[config.mk]
export PLATFORM = sky130hd
export DESIGN_NAME = tick_counter8
export DESIGN_NICKNAME = d
export VERILOG_FILES = /design/src/rtl/tc8_pkg.sv /design/src/rtl/tc8_edge_sync.sv /design/src/rtl/tc8_prescaler.sv /design/src/rtl/tick_counter8.sv
export SDC_FILE = /design/constraint.sdc
export NUM_CORES = 1
export LEC_CHECK = 0
export BUFFER_PORTS_ARGS = -buffer_cell sky130_fd_sc_hd__buf_4
export CAP_MARGIN = 20
export CORE_ASPECT_RATIO = 0.8
export CORE_MARGIN = 1.5
export CORE_UTILIZATION = 28
export CTS_BUF_LIST = sky130_fd_sc_hd__clkbuf_4
export CTS_CLUSTER_SIZE = 10
export DETAILED_ROUTE_END_ITERATION = 12
export PLACE_DENSITY = 0.47
export SLEW_MARGIN = 15
export SYNTH_ARGS = -nofsm -noshare
export SYNTH_HDL_FRONTEND = slang
export SYNTH_SLANG_ARGS = --single-unit
[constraint.sdc]
create_clock -name clk -period 2.91 [get_ports clk]
set_input_delay 0.582 -clock clk [delete_from_list [all_inputs] [get_ports clk]]
set_output_delay 0.582 -clock clk [all_outputs]
set_load 0.01 [all_outputs]
[src/rtl/tc8_pkg.sv]
package tc8_pkg;

  // Register addresses on the write and read ports.
  typedef enum logic [1:0] {
    ADR_COUNT = 2'd0,
    ADR_CFG   = 2'd1,
    ADR_IRQ   = 2'd2,
    ADR_NONE  = 2'd3
  } tc8_addr_e;

  // Bit positions inside the configuration register.
  localparam int CFG_EXT_BIT  = 0;
  localparam int CFG_FALL_BIT = 1;
  localparam int CFG_PRE_BIT  = 2;
  localparam int CFG_SEL_LSB  = 3;

  // Terminal prescaler count for ratio code n, which gives a ratio of 2^(n+1).
  function automatic int ps_terminal(input int n);
    return (2 << n) - 1;
  endfunction

  // Next count value on an increment; wraps to zero past all-ones.
  function automatic int count_next(input int cur, input int width);
    return (cur + 1) % (1 << width);
  endfunction

endpackage

[src/rtl/tc8_edge_sync.sv]
module tc8_edge_sync #(
  parameter int STAGES = 2
) (
  input  logic clk,
  input  logic rst_n,
  input  logic din,
  output logic rise,
  output logic fall
);
  // STAGES synchronizer flops followed by one history flop.
  logic [STAGES:0] sh_q;

  generate
    if (STAGES < 2) begin : g_bad
      initial $error("tc8_edge_sync needs at least two stages");
    end
  endgenerate

  always_ff @(posedge clk or negedge rst_n) begin
    if (!rst_n) sh_q <= '0;
    else        sh_q <= {sh_q[STAGES-1:0], din};
  end

  assign rise = sh_q[STAGES-1] & ~sh_q[STAGES];
  assign fall = ~sh_q[STAGES-1] & sh_q[STAGES];
endmodule

[src/rtl/tc8_prescaler.sv]
module tc8_prescaler
  import tc8_pkg::*;
#(
  parameter int SEL_W = 3
) (
  input  logic             clk,
  input  logic             rst_n,
  input  logic             clr,
  input  logic             evt,
  input  logic             use_pre,
  input  logic [SEL_W-1:0] sel,
  output logic             pulse
);
  localparam int PS_W = 1 << SEL_W;

  logic [PS_W-1:0] pc_q;
  logic [PS_W-1:0] limit;
  logic            at_top;

  assign limit  = PS_W'(ps_terminal(int'(sel)));
  assign at_top = (pc_q == limit);
  assign pulse  = evt & (~use_pre | at_top);

  always_ff @(posedge clk or negedge rst_n) begin
    if (!rst_n)             pc_q <= '0;
    else if (clr)           pc_q <= '0;
    else if (evt & use_pre) pc_q <= at_top ? '0 : pc_q + 1'b1;
  end
endmodule

[src/rtl/tick_counter8.sv]
module tick_counter8
  import tc8_pkg::*;
#(
  parameter int DATA_W      = 8,
  parameter int PS_SEL_W    = 3,
  parameter int INH_CYC     = 2,
  parameter int SYNC_STAGES = 2
) (
  input  logic       clk,
  input  logic       rst_n,
  input  logic       cyc_en,
  input  logic       ext_in,
  input  logic       wr_en,
  input  logic [1:0] wr_addr,
  input  logic [7:0] wr_data,
  input  logic [1:0] rd_addr,
  output logic [7:0] rd_data,
  output logic       irq
);
  localparam int CFG_W = CFG_SEL_LSB + PS_SEL_W;
  localparam int INH_W = $clog2(INH_CYC + 1);

  // Register state
  logic [DATA_W-1:0] count_q;
  logic [CFG_W-1:0]  cfg_q;
  logic [INH_W-1:0]  inh_q;
  logic              flag_q, ovf_en_q, glob_en_q;

  // Named internal events, brought out for the checker
  logic wr_cnt, wr_cfg, wr_irq;
  logic inh_active, src_evt, gated_evt, inc_pulse, ovf_evt;
  logic ext_rise, ext_fall;

  assign wr_cnt = wr_en && (wr_addr == ADR_COUNT);
  assign wr_cfg = wr_en && (wr_addr == ADR_CFG);
  assign wr_irq = wr_en && (wr_addr == ADR_IRQ);

  tc8_edge_sync #(.STAGES(SYNC_STAGES)) u_sync (
    .clk  (clk),
    .rst_n(rst_n),
    .din  (ext_in),
    .rise (ext_rise),
    .fall (ext_fall)
  );

  assign inh_active = (inh_q != '0);
  assign src_evt    = cfg_q[CFG_EXT_BIT]
                      ? (cfg_q[CFG_FALL_BIT] ? ext_fall : ext_rise)
                      : cyc_en;
  assign gated_evt  = src_evt & ~inh_active;

  tc8_prescaler #(.SEL_W(PS_SEL_W)) u_pre (
    .clk    (clk),
    .rst_n  (rst_n),
    .clr    (wr_cnt | wr_cfg),
    .evt    (gated_evt),
    .use_pre(cfg_q[CFG_PRE_BIT]),
    .sel    (cfg_q[CFG_SEL_LSB +: PS_SEL_W]),
    .pulse  (inc_pulse)
  );

  assign ovf_evt = inc_pulse & ~wr_cnt & (count_q == '1);

  always_ff @(posedge clk or negedge rst_n) begin
    if (!rst_n)         count_q <= '0;
    else if (wr_cnt)    count_q <= wr_data[DATA_W-1:0];
    else if (inc_pulse) count_q <= DATA_W'(count_next(int'(count_q), DATA_W));
  end

  always_ff @(posedge clk or negedge rst_n) begin
    if (!rst_n)                    inh_q <= '0;
    else if (wr_cnt)               inh_q <= INH_W'(INH_CYC);
    else if (cyc_en && inh_active) inh_q <= inh_q - 1'b1;
  end

  always_ff @(posedge clk or negedge rst_n) begin
    if (!rst_n)      cfg_q <= '0;
    else if (wr_cfg) cfg_q <= wr_data[CFG_W-1:0];
  end

  always_ff @(posedge clk or negedge rst_n) begin
    if (!rst_n) begin
      flag_q    <= 1'b0;
      ovf_en_q  <= 1'b0;
      glob_en_q <= 1'b0;
    end else begin
      if (ovf_evt)                    flag_q <= 1'b1;
      else if (wr_irq && !wr_data[0]) flag_q <= 1'b0;
      if (wr_irq) begin
        ovf_en_q  <= wr_data[1];
        glob_en_q <= wr_data[2];
      end
    end
  end

  always_comb begin
    case (tc8_addr_e'(rd_addr))
      ADR_COUNT: rd_data = 8'(count_q);
      ADR_CFG:   rd_data = 8'(cfg_q);
      ADR_IRQ:   rd_data = {5'b0, glob_en_q, ovf_en_q, flag_q};
      default:   rd_data = '0;
    endcase
  end

  assign irq = flag_q & ovf_en_q & glob_en_q;
endmodule

==> metrics.md <==
| Metric | Value |
|---|---|
| Worst Path Required | 3.13 ns |
| Area Growth Syn to Fin | 18.2% |
| Clock root buffer | clkbuf_4 |
| Initial antenna violation count | 0 |
| Util after Layout | 34.4% |
| Post-detail-place hpwl | 3300 um |
| EDFF count, synth | 0 |
| Worst Setup SP | cfg_q[5] |
| ANT nets after route | 0 |
| # rows | 26 |
| R2R Setup Slk | 0.27 ns |
| Most frequent cells in the layout | dfrtp_1 (30), buf_4 (30), nand2_1 (19) |
| R2R Path Start | cfg_q[5] |
| Biggest area consumer among synthesized cells | dfrtp_1 |
| Crit Path Category | reg -> reg |
| Reg2reg end | count_q[1] |
| Die Area | 7120 sq um |
| Worst Path Max Fanout | 7 |
| Ys flop type | dfrtp_1 |
| Dpl cell area | 2140 sq um |
| CTS Sinks | 30 |
| Starting density of the core | 29.1% |
| Final WL | 4390 um |
| Gr ovfl total | 0 |
| Post-CTS Hold Buffers | 0 |
| Tot GR Track Use | 13.8% |
| TritonCTS Buffers | 5 |
| Syn nets | 223 |
| Fin crit share | 90.6% |
| Post-DR vias/cell | 4.79 |
| Cell area after layout | 2190 sq um |
| CP Capture Type | register |
| Pwr Density | 587 nW/um^2 |
| Post-route setup TNS | 0 ns |
| H-tree Lvls | 2 |
| CP Launch Type | register |
| Max frequency | 379 MHz |
| Antenna cells | 0 |
| Synth Instances | 202 |
| Average cell area after synthesis | 9.17 sq um |
| Clock Path Buffers | 2 |
| Vias in the first global route | 1458 |
| Initial drt markers | 98 |
| Post-CTS resize count | 0 |
| Share of layout cells above drive strength 1 | 23.1% |
| Routed wire length per instance | 14.0 um |
| Yosys warns | 0 |
| Synth unique cells | 41 |
| Type of the worst min-delay path | in -> async |
| Die X | 94.0 um |
| Num ports | 26 |
| # setup viols final | 0 |
| Async SR Flop Fraction | 100% |
| Pin count of the biggest net entering global routing | 31 |
| Post-synthesis instance area | 1850 sq um |
| Worst-Margin Slew | 0.400 ns |
| Final slew viol count | 0 |
| Max transition margin | 73.3% |
| Core area | 6380 sq um |
| Nets | 249 |
| Leak | 0.945 nW |
| Placer Congestion | 0.756 |
| Die Height | 75.8 um |
| Min cycle time layout | 2.64 ns |
| Global-route wire length before repair | 7330 um |
| I/O Buffers | 25 |
| TritonCTS clock tree | yes |
| Synth area leaders | dfrtp_1 (41%), mux2_2 (5.5%), xnor2_1 (4.3%) |
| Drt drc | 0 |
| Crit path to | count_q[1] |
| Max IR drop VDD | 0.000242 V |
| Status | finished clean |
| Vias | 1499 |
| Share of the synthesized area in the top cell type | 40.5% |
| Setup skew after layout | 0.0115 ns |
| Sequential area share after synthesis | 40.5% |
| Max_cap viols | 0 |
| Worst-case reg-to-reg path depth | 9 |
| Worst EP arrival | 2.86 ns |
| Synthesized flop and latch total | 30 |
| Reg clk slew, reported paths | 0.10 ns |
| TritonRoute pass-1 iters | 4 |
| RSZ-0062 raised after global routing | no |
| Clk Latency, worst-skew pair | 0.33 ns |
| Final hold vios | 0 |
| Power, Total | 1.29 mW |
| Setup bufs post-CTS | 0 |
[worst min path at each step]
stage,from,to,slack [ns],cells after the start
floorplan,rst_n,cfg_q[0],0.29,0
global placement,u_sync.sh_q[0],u_sync.sh_q[1],0.33,0
detailed placement,u_sync.sh_q[0],u_sync.sh_q[1],0.34,0
CTS,rst_n,u_sync.sh_q[0],0.17,1
global route,rst_n,u_sync.sh_q[0],0.19,1
finish,rst_n,count_q[0],0.17,1
[Yosys cell counts, types with 4 or more instances]
library cell,count
mux2_2,9
nand2b_1,4
nor3b_1,4
and3_1,9
xor2_1,5
nor2_1,17
dfrtp_1,30
xnor2_1,9
clkbuf_1,8
ha_1,4
nand3_1,8
o21ai_0,11
nor2b_1,4
mux2i_1,7
o21ai_1,5
nand2_1,19
inv_1,6
a21oi_1,14
[logic make-up after synthesis]
logic type	share of synthesized area [%]
adder cells (fa/ha/maj)	2.70
AND/OR/NAND/NOR	22.0
buffers and inverters	3.71
AO/OA/AOI/OAI	15.2
flip-flops	40.5
multiplexers	9.25
XOR/XNOR	6.62
[routing by layer]
metal	routed length, um	track usage [%]
met5	0	0
met3	213	2.79
met2	1580	18.0
met4	62	4.98
met1	2540	21.7
[power breakdown]
group / switching [mW] / internal, mW / leakage (nW) / total [mW]
clock network: 0.147 / 0.100 / 0.0331 / 0.246
registers: 0.0907 / 0.501 / 0.374 / 0.592
logic: 0.226 / 0.223 / 0.538 / 0.449
[area by class of cell]
cell class,instances,area [sq um]
inverters,6,22.5
fillers,686,4190
clock buffers,6,45.0
multi-input cells,155,1030
flip-flops and latches,30,751
repair buffers,30,225
clock inverters,2,8.76
well taps,84,105
[worst max-delay path, cell delays in order (launching register included)]
cell      delay (ns)
dfrtp_1         0.38
or3_4           0.38
ha_1            0.30
xor2_1          0.17
mux2_2          0.27
o221ai_1        0.23
nand3_2         0.25
a21oi_2         0.25
mux2i_1         0.23
o21ai_1         0.07
[stage by stage]
step | setup slack [ns] | std cells | hold WS, ns
floorplan | 0.501 | 202 | 0.286
global placement | 0.288 | 305 | 0.333
detailed placement | 0.267 | 305 | 0.337
CTS | 0.258 | 313 | 0.175
global route | 0.0887 | 313 | 0.189
finish | 0.273 | 313 | 0.171
[state kept, by name, indices dropped and copies added (netlist names)]
register	cells
flag_q	1
u_sync.sh_q	3
glob_en_q	1
count_q	8
ovf_en_q	1
inh_q	2
cfg_q	6
u_pre.pc_q	8
(Power assumes the default switching activity.)
